--- src/rtl/crs_pkg.sv ---
package crs_pkg;
  localparam int WORD_W = 16;
  localparam int ADDR_W = 12;
  localparam int RW_BIT = 15;
  localparam int AI_BIT = 12;

  typedef enum logic [1:0] {
    ST_CMD = 2'd0,
    ST_WR  = 2'd1,
    ST_RD  = 2'd2
  } crsState_t;

  typedef struct packed {
    logic              shiftEn;
    logic              writeReg;
    logic              loadOut;
    logic              readMode;
    logic [ADDR_W-1:0] wrAddr;
    logic [ADDR_W-1:0] rdAddr;
  } crsCtl_t;
endpackage

--- src/rtl/crs_datapath.sv ---
module crs_datapath
  import crs_pkg::*;
#(
  parameter int REG_COUNT = 16
) (
  input  logic              clk,
  input  logic              rstN,
  input  logic              csN,
  input  logic              sclk,
  input  logic              sdin,
  input  crsCtl_t           ctl,
  output logic              sclkRise,
  output logic              csActive,
  output logic [WORD_W-1:0] nextWord,
  output logic              sdout
);
  localparam int IDX_W = (REG_COUNT > 1) ? $clog2(REG_COUNT) : 1;

  logic [1:0] csSync;
  logic [1:0] sdinSync;
  logic [2:0] sclkSync;
  logic       sclkFall;

  always_ff @(posedge clk or negedge rstN) begin
    if (!rstN) begin
      csSync   <= 2'b11;
      sdinSync <= 2'b00;
      sclkSync <= 3'b000;
    end else begin
      csSync   <= {csSync[0], csN};
      sdinSync <= {sdinSync[0], sdin};
      sclkSync <= {sclkSync[1:0], sclk};
    end
  end

  assign csActive = !csSync[1];
  assign sclkRise = sclkSync[1] && !sclkSync[2];
  assign sclkFall = !sclkSync[1] && sclkSync[2];

  // receive shifter
  logic [WORD_W-1:0] shiftIn;
  assign nextWord = {shiftIn[WORD_W-2:0], sdinSync[1]};

  always_ff @(posedge clk or negedge rstN) begin
    if (!rstN)             shiftIn <= '0;
    else if (!csActive)    shiftIn <= '0;
    else if (ctl.shiftEn)  shiftIn <= nextWord;
  end

  // register bank
  logic [REG_COUNT-1:0][WORD_W-1:0] regs;
  logic [REG_COUNT-1:0]             wrHit;

  for (genvar g = 0; g < REG_COUNT; g++) begin : g_hit
    assign wrHit[g] = ctl.writeReg && (ctl.wrAddr == ADDR_W'(g));
  end

  always_ff @(posedge clk or negedge rstN) begin
    if (!rstN) begin
      regs <= '0;
    end else begin
      for (int i = 0; i < REG_COUNT; i++)
        if (wrHit[i]) regs[i] <= nextWord;
    end
  end

  logic              rdHit;
  logic [WORD_W-1:0] rdData;
  assign rdHit  = ctl.rdAddr < ADDR_W'(REG_COUNT);
  assign rdData = rdHit ? regs[ctl.rdAddr[IDX_W-1:0]] : '0;

  // transmit shifter
  logic [WORD_W-1:0] outShift;
  logic              holdFirst;

  always_ff @(posedge clk or negedge rstN) begin
    if (!rstN) begin
      outShift  <= '0;
      holdFirst <= 1'b0;
    end else if (!csActive) begin
      outShift  <= '0;
      holdFirst <= 1'b0;
    end else if (ctl.loadOut) begin
      outShift  <= rdData;
      holdFirst <= 1'b1;
    end else if (ctl.readMode && sclkFall) begin
      if (holdFirst) holdFirst <= 1'b0;
      else           outShift  <= {outShift[WORD_W-2:0], 1'b0};
    end
  end

  assign sdout = ctl.readMode ? outShift[WORD_W-1] : sdin;


  oob_write_chk: assert property (@(posedge clk) disable iff (!rstN)
    (ctl.writeReg && ctl.wrAddr >= ADDR_W'(REG_COUNT)) |=> $stable(regs));


  bank_quiet_chk: assert property (@(posedge clk) disable iff (!rstN)
    !ctl.writeReg |=> $stable(regs));


  tx_hold_chk: assert property (@(posedge clk) disable iff (!rstN)
    (csActive && !ctl.loadOut && !sclkFall) |=> $stable(outShift));
endmodule

--- src/rtl/crs_control.sv ---
module crs_control
  import crs_pkg::*;
(
  input  logic              clk,
  input  logic              rstN,
  input  logic              sclkRise,
  input  logic              csActive,
  input  logic [WORD_W-1:0] nextWord,
  output crsCtl_t           ctl
);
  localparam int CNT_W = $clog2(WORD_W);

  crsState_t         state;
  logic [CNT_W-1:0]  bitCnt;
  logic [ADDR_W-1:0] addr;
  logic              autoInc;
  logic              wordDone;
  logic              isRead;

  assign wordDone = csActive && sclkRise && (bitCnt == CNT_W'(WORD_W - 1));
  assign isRead   = nextWord[RW_BIT];

  always_comb begin
    ctl          = '0;
    ctl.shiftEn  = csActive && sclkRise;
    ctl.readMode = (state == ST_RD);
    ctl.wrAddr   = addr;
    ctl.writeReg = wordDone && (state == ST_WR);
    ctl.loadOut  = wordDone && (((state == ST_CMD) && isRead) ||
                                ((state == ST_RD) && autoInc));
    ctl.rdAddr   = (state == ST_CMD) ? nextWord[ADDR_W-1:0] : addr + ADDR_W'(1);
  end

  always_ff @(posedge clk or negedge rstN) begin
    if (!rstN) begin
      state   <= ST_CMD;
      bitCnt  <= '0;
      addr    <= '0;
      autoInc <= 1'b0;
    end else if (!csActive) begin
      state   <= ST_CMD;
      bitCnt  <= '0;
      autoInc <= 1'b0;
    end else if (sclkRise) begin
      bitCnt <= bitCnt + CNT_W'(1);
      if (wordDone) begin
        if (state == ST_CMD) begin
          addr    <= nextWord[ADDR_W-1:0];
          autoInc <= nextWord[AI_BIT];
          state   <= isRead ? ST_RD : ST_WR;
        end else if (autoInc) begin
          addr <= addr + ADDR_W'(1);
        end else begin
          state <= ST_CMD;
        end
      end
    end
  end


  abort_clear_chk: assert property (@(posedge clk) disable iff (!rstN)
    !csActive |=> (bitCnt == '0 && !autoInc && state == ST_CMD));


  addr_step_chk: assert property (@(posedge clk) disable iff (!rstN)
    (wordDone && state != ST_CMD && autoInc) |=> (addr == $past(addr) + ADDR_W'(1)));


  dir_decode_chk: assert property (@(posedge clk) disable iff (!rstN)
    (wordDone && state == ST_CMD) |=>
      (state == ($past(nextWord[RW_BIT]) ? ST_RD : ST_WR)));


  back_to_cmd_chk: assert property (@(posedge clk) disable iff (!rstN)
    (wordDone && state != ST_CMD && !autoInc) |=> (state == ST_CMD));
endmodule

--- src/rtl/chain_reg_slave.sv ---
module chain_reg_slave
  import crs_pkg::*;
#(
  parameter int REG_COUNT = 16
) (
  input  logic clk,
  input  logic rstN,
  input  logic csN,
  input  logic sclk,
  input  logic sdin,
  output logic sdout
);
  crsCtl_t           ctl;
  logic              sclkRise;
  logic              csActive;
  logic [WORD_W-1:0] nextWord;

  crs_datapath #(.REG_COUNT(REG_COUNT)) u_dp (
    .clk      (clk),
    .rstN     (rstN),
    .csN      (csN),
    .sclk     (sclk),
    .sdin     (sdin),
    .ctl      (ctl),
    .sclkRise (sclkRise),
    .csActive (csActive),
    .nextWord (nextWord),
    .sdout    (sdout)
  );

  crs_control u_ctl (
    .clk      (clk),
    .rstN     (rstN),
    .sclkRise (sclkRise),
    .csActive (csActive),
    .nextWord (nextWord),
    .ctl      (ctl)
  );
endmodule

--- config.mk ---
export PLATFORM = sky130hd
export DESIGN_NAME = chain_reg_slave
export DESIGN_NICKNAME = d
export VERILOG_FILES = /design/src/rtl/crs_pkg.sv /design/src/rtl/crs_datapath.sv /design/src/rtl/crs_control.sv /design/src/rtl/chain_reg_slave.sv
export SDC_FILE = /design/constraint.sdc
export NUM_CORES = 1
export LEC_CHECK = 0
export BUFFER_PORTS_ARGS = -buffer_cell sky130_fd_sc_hd__clkbuf_2
export CAP_MARGIN = 20
export CORE_ASPECT_RATIO = 1.75
export CORE_MARGIN = 3
export CORE_UTILIZATION = 40
export DETAILED_ROUTE_END_ITERATION = 10
export PLACE_DENSITY_LB_ADDON = 0.25
export SETUP_SLACK_MARGIN = 0.1
export SLEW_MARGIN = 0
export SYNTH_ARGS = -nofsm -noshare
export SYNTH_HDL_FRONTEND = slang
export SYNTH_HIERARCHICAL = 1
export SYNTH_SLANG_ARGS = --single-unit
--- constraint.sdc ---
create_clock -name clk -period 3.25 [get_ports clk]
set_input_delay 0.325 -clock clk [delete_from_list [all_inputs] [get_ports clk]]
set_output_delay 0.325 -clock clk [all_outputs]
set_load 0.005 [all_outputs]
==> impl_metrics.tcl <==
set metrics [dict create \
    vias 8454 \
    clockRootBuffer "clkbuf_16" \
    synth_area_leaders "dfrtp_1 53%, mux2_2 20%, mux4_2 10%" \
    die_area_mm2 0.03894 \
    top_level_ports 6 \
    nets 1033 \
    dieWidth_um 150.5 \
    min_period_ns 2.939 \
    drv_cap 0 \
    final_cell_count_no_fill 1519 \
    drv_slew 0 \
    antenna_cells 0 \
    cts_max_level 1 \
    r2r-end "u_dp/outShift[1]" \
    viasPerCell 5.566 \
    synthCells 996 \
    power_density_mw_per_mm2 471.2 \
    detail-route-antenna-nets 0 \
    firstDrtPassIters 5 \
    dp_cells 1460 \
    antenna_found_initial 0 \
    track_usage_pct 18.94 \
    cts.path.max_buffers 3 \
    r2r_cells 8 \
    rrSetupSlack_ns 0.31 \
    ir_drop_v 0.0004200 \
    synthSimpleGateAreaFrac_pct 4.839 \
    fin_crit_sh_pct 90.42 \
    cts.sinks 314 \
    ys_async_sr_fraction_pct 100.0 \
    drt-initial-drc-count 437 \
    drc 0 \
    synth_fp_nets 1003 \
    clk_latency_ns 0.57 \
    finalSetupViolCount 0 \
    hp-class "primary input to asynchronous set/reset pin" \
    finalHoldWorstSlack_ns 0.3416 \
    max_slew_margin_pct 49.91 \
    post_cts_buffers 0 \
    fillerInstances 3117 \
    areaGrowthSynthToFinish_pct 13.96 \
    numCtsBuffers 30 \
    layout_setup_ws_ns 0.3113 \
    yosysMostFrequentCell "dfrtp_1" \
    synthXorXnorAreaFrac_pct 0.7195 \
    synth.distinct_cells 62 \
    synth_common_cells "312 x dfrtp_1, 262 x mux2_2, 65 x mux4_2" \
    grt_pass1_vias 9263 \
    pre_cts_slack_ns 0.2756 \
    crit_path_start_kind "flip-flop" \
    drive_above_1_share_pct 45.57 \
    rsz0062_at_grt "no" \
    cp-end-kind "flip-flop" \
    synth_area_mm2 0.01461 \
    gp_congestion 0.8349 \
    hold_viol 0 \
    outcome "finished clean" \
    synth-main-ff-cell "dfrtp_1" \
    synthMuxAreaShare_pct 34.04 \
    path_clk_slew_ns 0.07 \
    core-area_mm2 0.03603 \
    synth-edff-count 0 \
    postSynthAreaPerCell_um2 14.67 \
    finalClockSkew_ns 0.01817 \
    synth_seq_cells 314 \
    tightest_slew_ns 0.7514 \
    yosysSeqAreaShare_pct 53.81 \
    placementRows 92 \
    synth_top_family_by_area "multiplexers" \
    grt-ovfl-total 0 \
    fmax_mhz 340.3 \
    synth_top_area_share_pct 53.45 \
    grt_max_degree 89 \
    tritoncts "yes" \
    finalCoreUtilization_pct 46.20 \
    yosysTopAreaCell "dfrtp_1" \
    yosysWarningCount 6 \
    criticalPathCategory "flip-flop to flip-flop" \
    critPathRequiredTime_ns 3.73 \
    numPortBuffers 5 \
    r2r-start "u_ctl/state[1]" \
    synth_fa_ha_area_share_pct 0.1713 \
    start_util_pct 40.54 \
    die-height_um 258.8 \
    wl_per_cell_um 23.61 \
    tns_ns 0 \
    wl_um 35860 \
    cp_max_fo 14 \
    grt_pass1_wl_um 56490 \
    p_leak_uw 0.007756 \
    synth_compound_area_share_pct 3.717 \
    place_hpwl_um 22990 \
    cp.arrival_ns 3.42 \
]
==> area by class of cell <==
class | instances | area [um^2] | share of cell area [%]
clock inverter | 6 | 152.6 | 0.9169
sequential | 314 | 7861 | 47.22
inverter | 5 | 18.77 | 0.1127
timing repair buffer | 74 | 700.7 | 4.209
multi-input combinational | 601 | 6434 | 38.65
clock buffer | 49 | 892.1 | 5.359
tap | 470 | 588.1 | 3.533
==> registers in the layout (all words and copies together), names as in the netlist <==
name / cells
u_dp/regs: 256
u_dp/outShift: 16
u_dp/shiftIn: 15
u_ctl/addr: 12
u_ctl/bitCnt: 4
u_dp/sclkSync: 3
u_ctl/state: 2
u_dp/csSync: 2
u_dp/sdinSync: 2
u_ctl/autoInc: 1
u_dp/holdFirst: 1
==> worst max path at each step <==
stage / from / endpoint / depth (start not counted)
2_1_floorplan: u_dp/csSync[1] / u_dp/regs[53] / 10
3_3_place_gp: u_ctl/addr[0] / u_dp/outShift[10] / 8
3_5_place_dp: u_ctl/addr[0] / u_dp/outShift[8] / 8
4_1_cts: u_ctl/addr[0] / u_dp/outShift[10] / 10
5_1_grt: u_ctl/addr[1] / u_dp/outShift[14] / 10
6_report: u_ctl/state[1] / u_dp/outShift[1] / 8
==> stage by stage <==
step                area (um^2)  total power [uW]
floorplan                 14610              4090
global placement          15560              4223
detailed placement        15560              4225
CTS                       16640              7941
global route              16650              8117
finish                    16650              7845
==> layer usage <==
| metal | part of all wire, % | global-route usage (%) | vias up |
|---|---|---|---|
| li1 | - | - | 3732 |
| met1 | 39 | 22.48 | 4537 |
| met2 | 55 | 35.45 | 130 |
| met3 | 2.5 | 1.732 | 55 |
| met4 | 3.0 | 6.260 | 0 |
| met5 | 0 | 0 | - |
==> cell families after synthesis <==
logic type	after synthesis
AOI/OAI and AO/OA	85
xor gates and xnor gates	12
adders and majority gates	2
buffers and inverters	81
DFF	314
muxes	376
and+or+nand+nor	126
==> where the power goes <==
part / switching [uW] / leakage (uW) / total, uW / internal [uW]
clock network: 1510 / 0.000505 / 3700 / 2190
registers: 12.2 / 0.00435 / 3940 / 3930
logic: 147 / 0.00291 / 207 / 59.3
==> cells in the final DEF (no fill, tap or decap), types with 5 or more instances in the layout <==
cell type and n:
a2bb2oi_1 15, mux2_2 261, buf_12 11, clkbuf_1 12, nand2_1 20, mux2_4 14, nand3_1 5, a21oi_1 15
dfrtp_1 311, nand4_1 6, inv_1 5, xnor2_1 9, o21ai_0 32, clkbuf_8 7, mux2i_1 34, nor2_1 54
buf_4 54, nor3_4 6, clkbuf_16 30, mux4_2 65
==> critical path, cell delays in order (launching register included) <==
cell       delay [ns]
dfrtp_1          0.45
nor2_1           0.47
a22oi_1          0.18
nor2_1           0.30
or4b_1           0.54
or4_1            0.43
buf_4            0.23
a2bb2oi_1        0.16
o21ai_0          0.09
==> timing repair <==
item / 4_1_cts / 5_1_grt
hold buffers: 4 / 0
setup endpoints to repair: 0 / 4
resized for setup: 0 / 3
endpoints found under the hold margin: 86 / 0
Note: power is estimated with default switching activity, not from simulation.
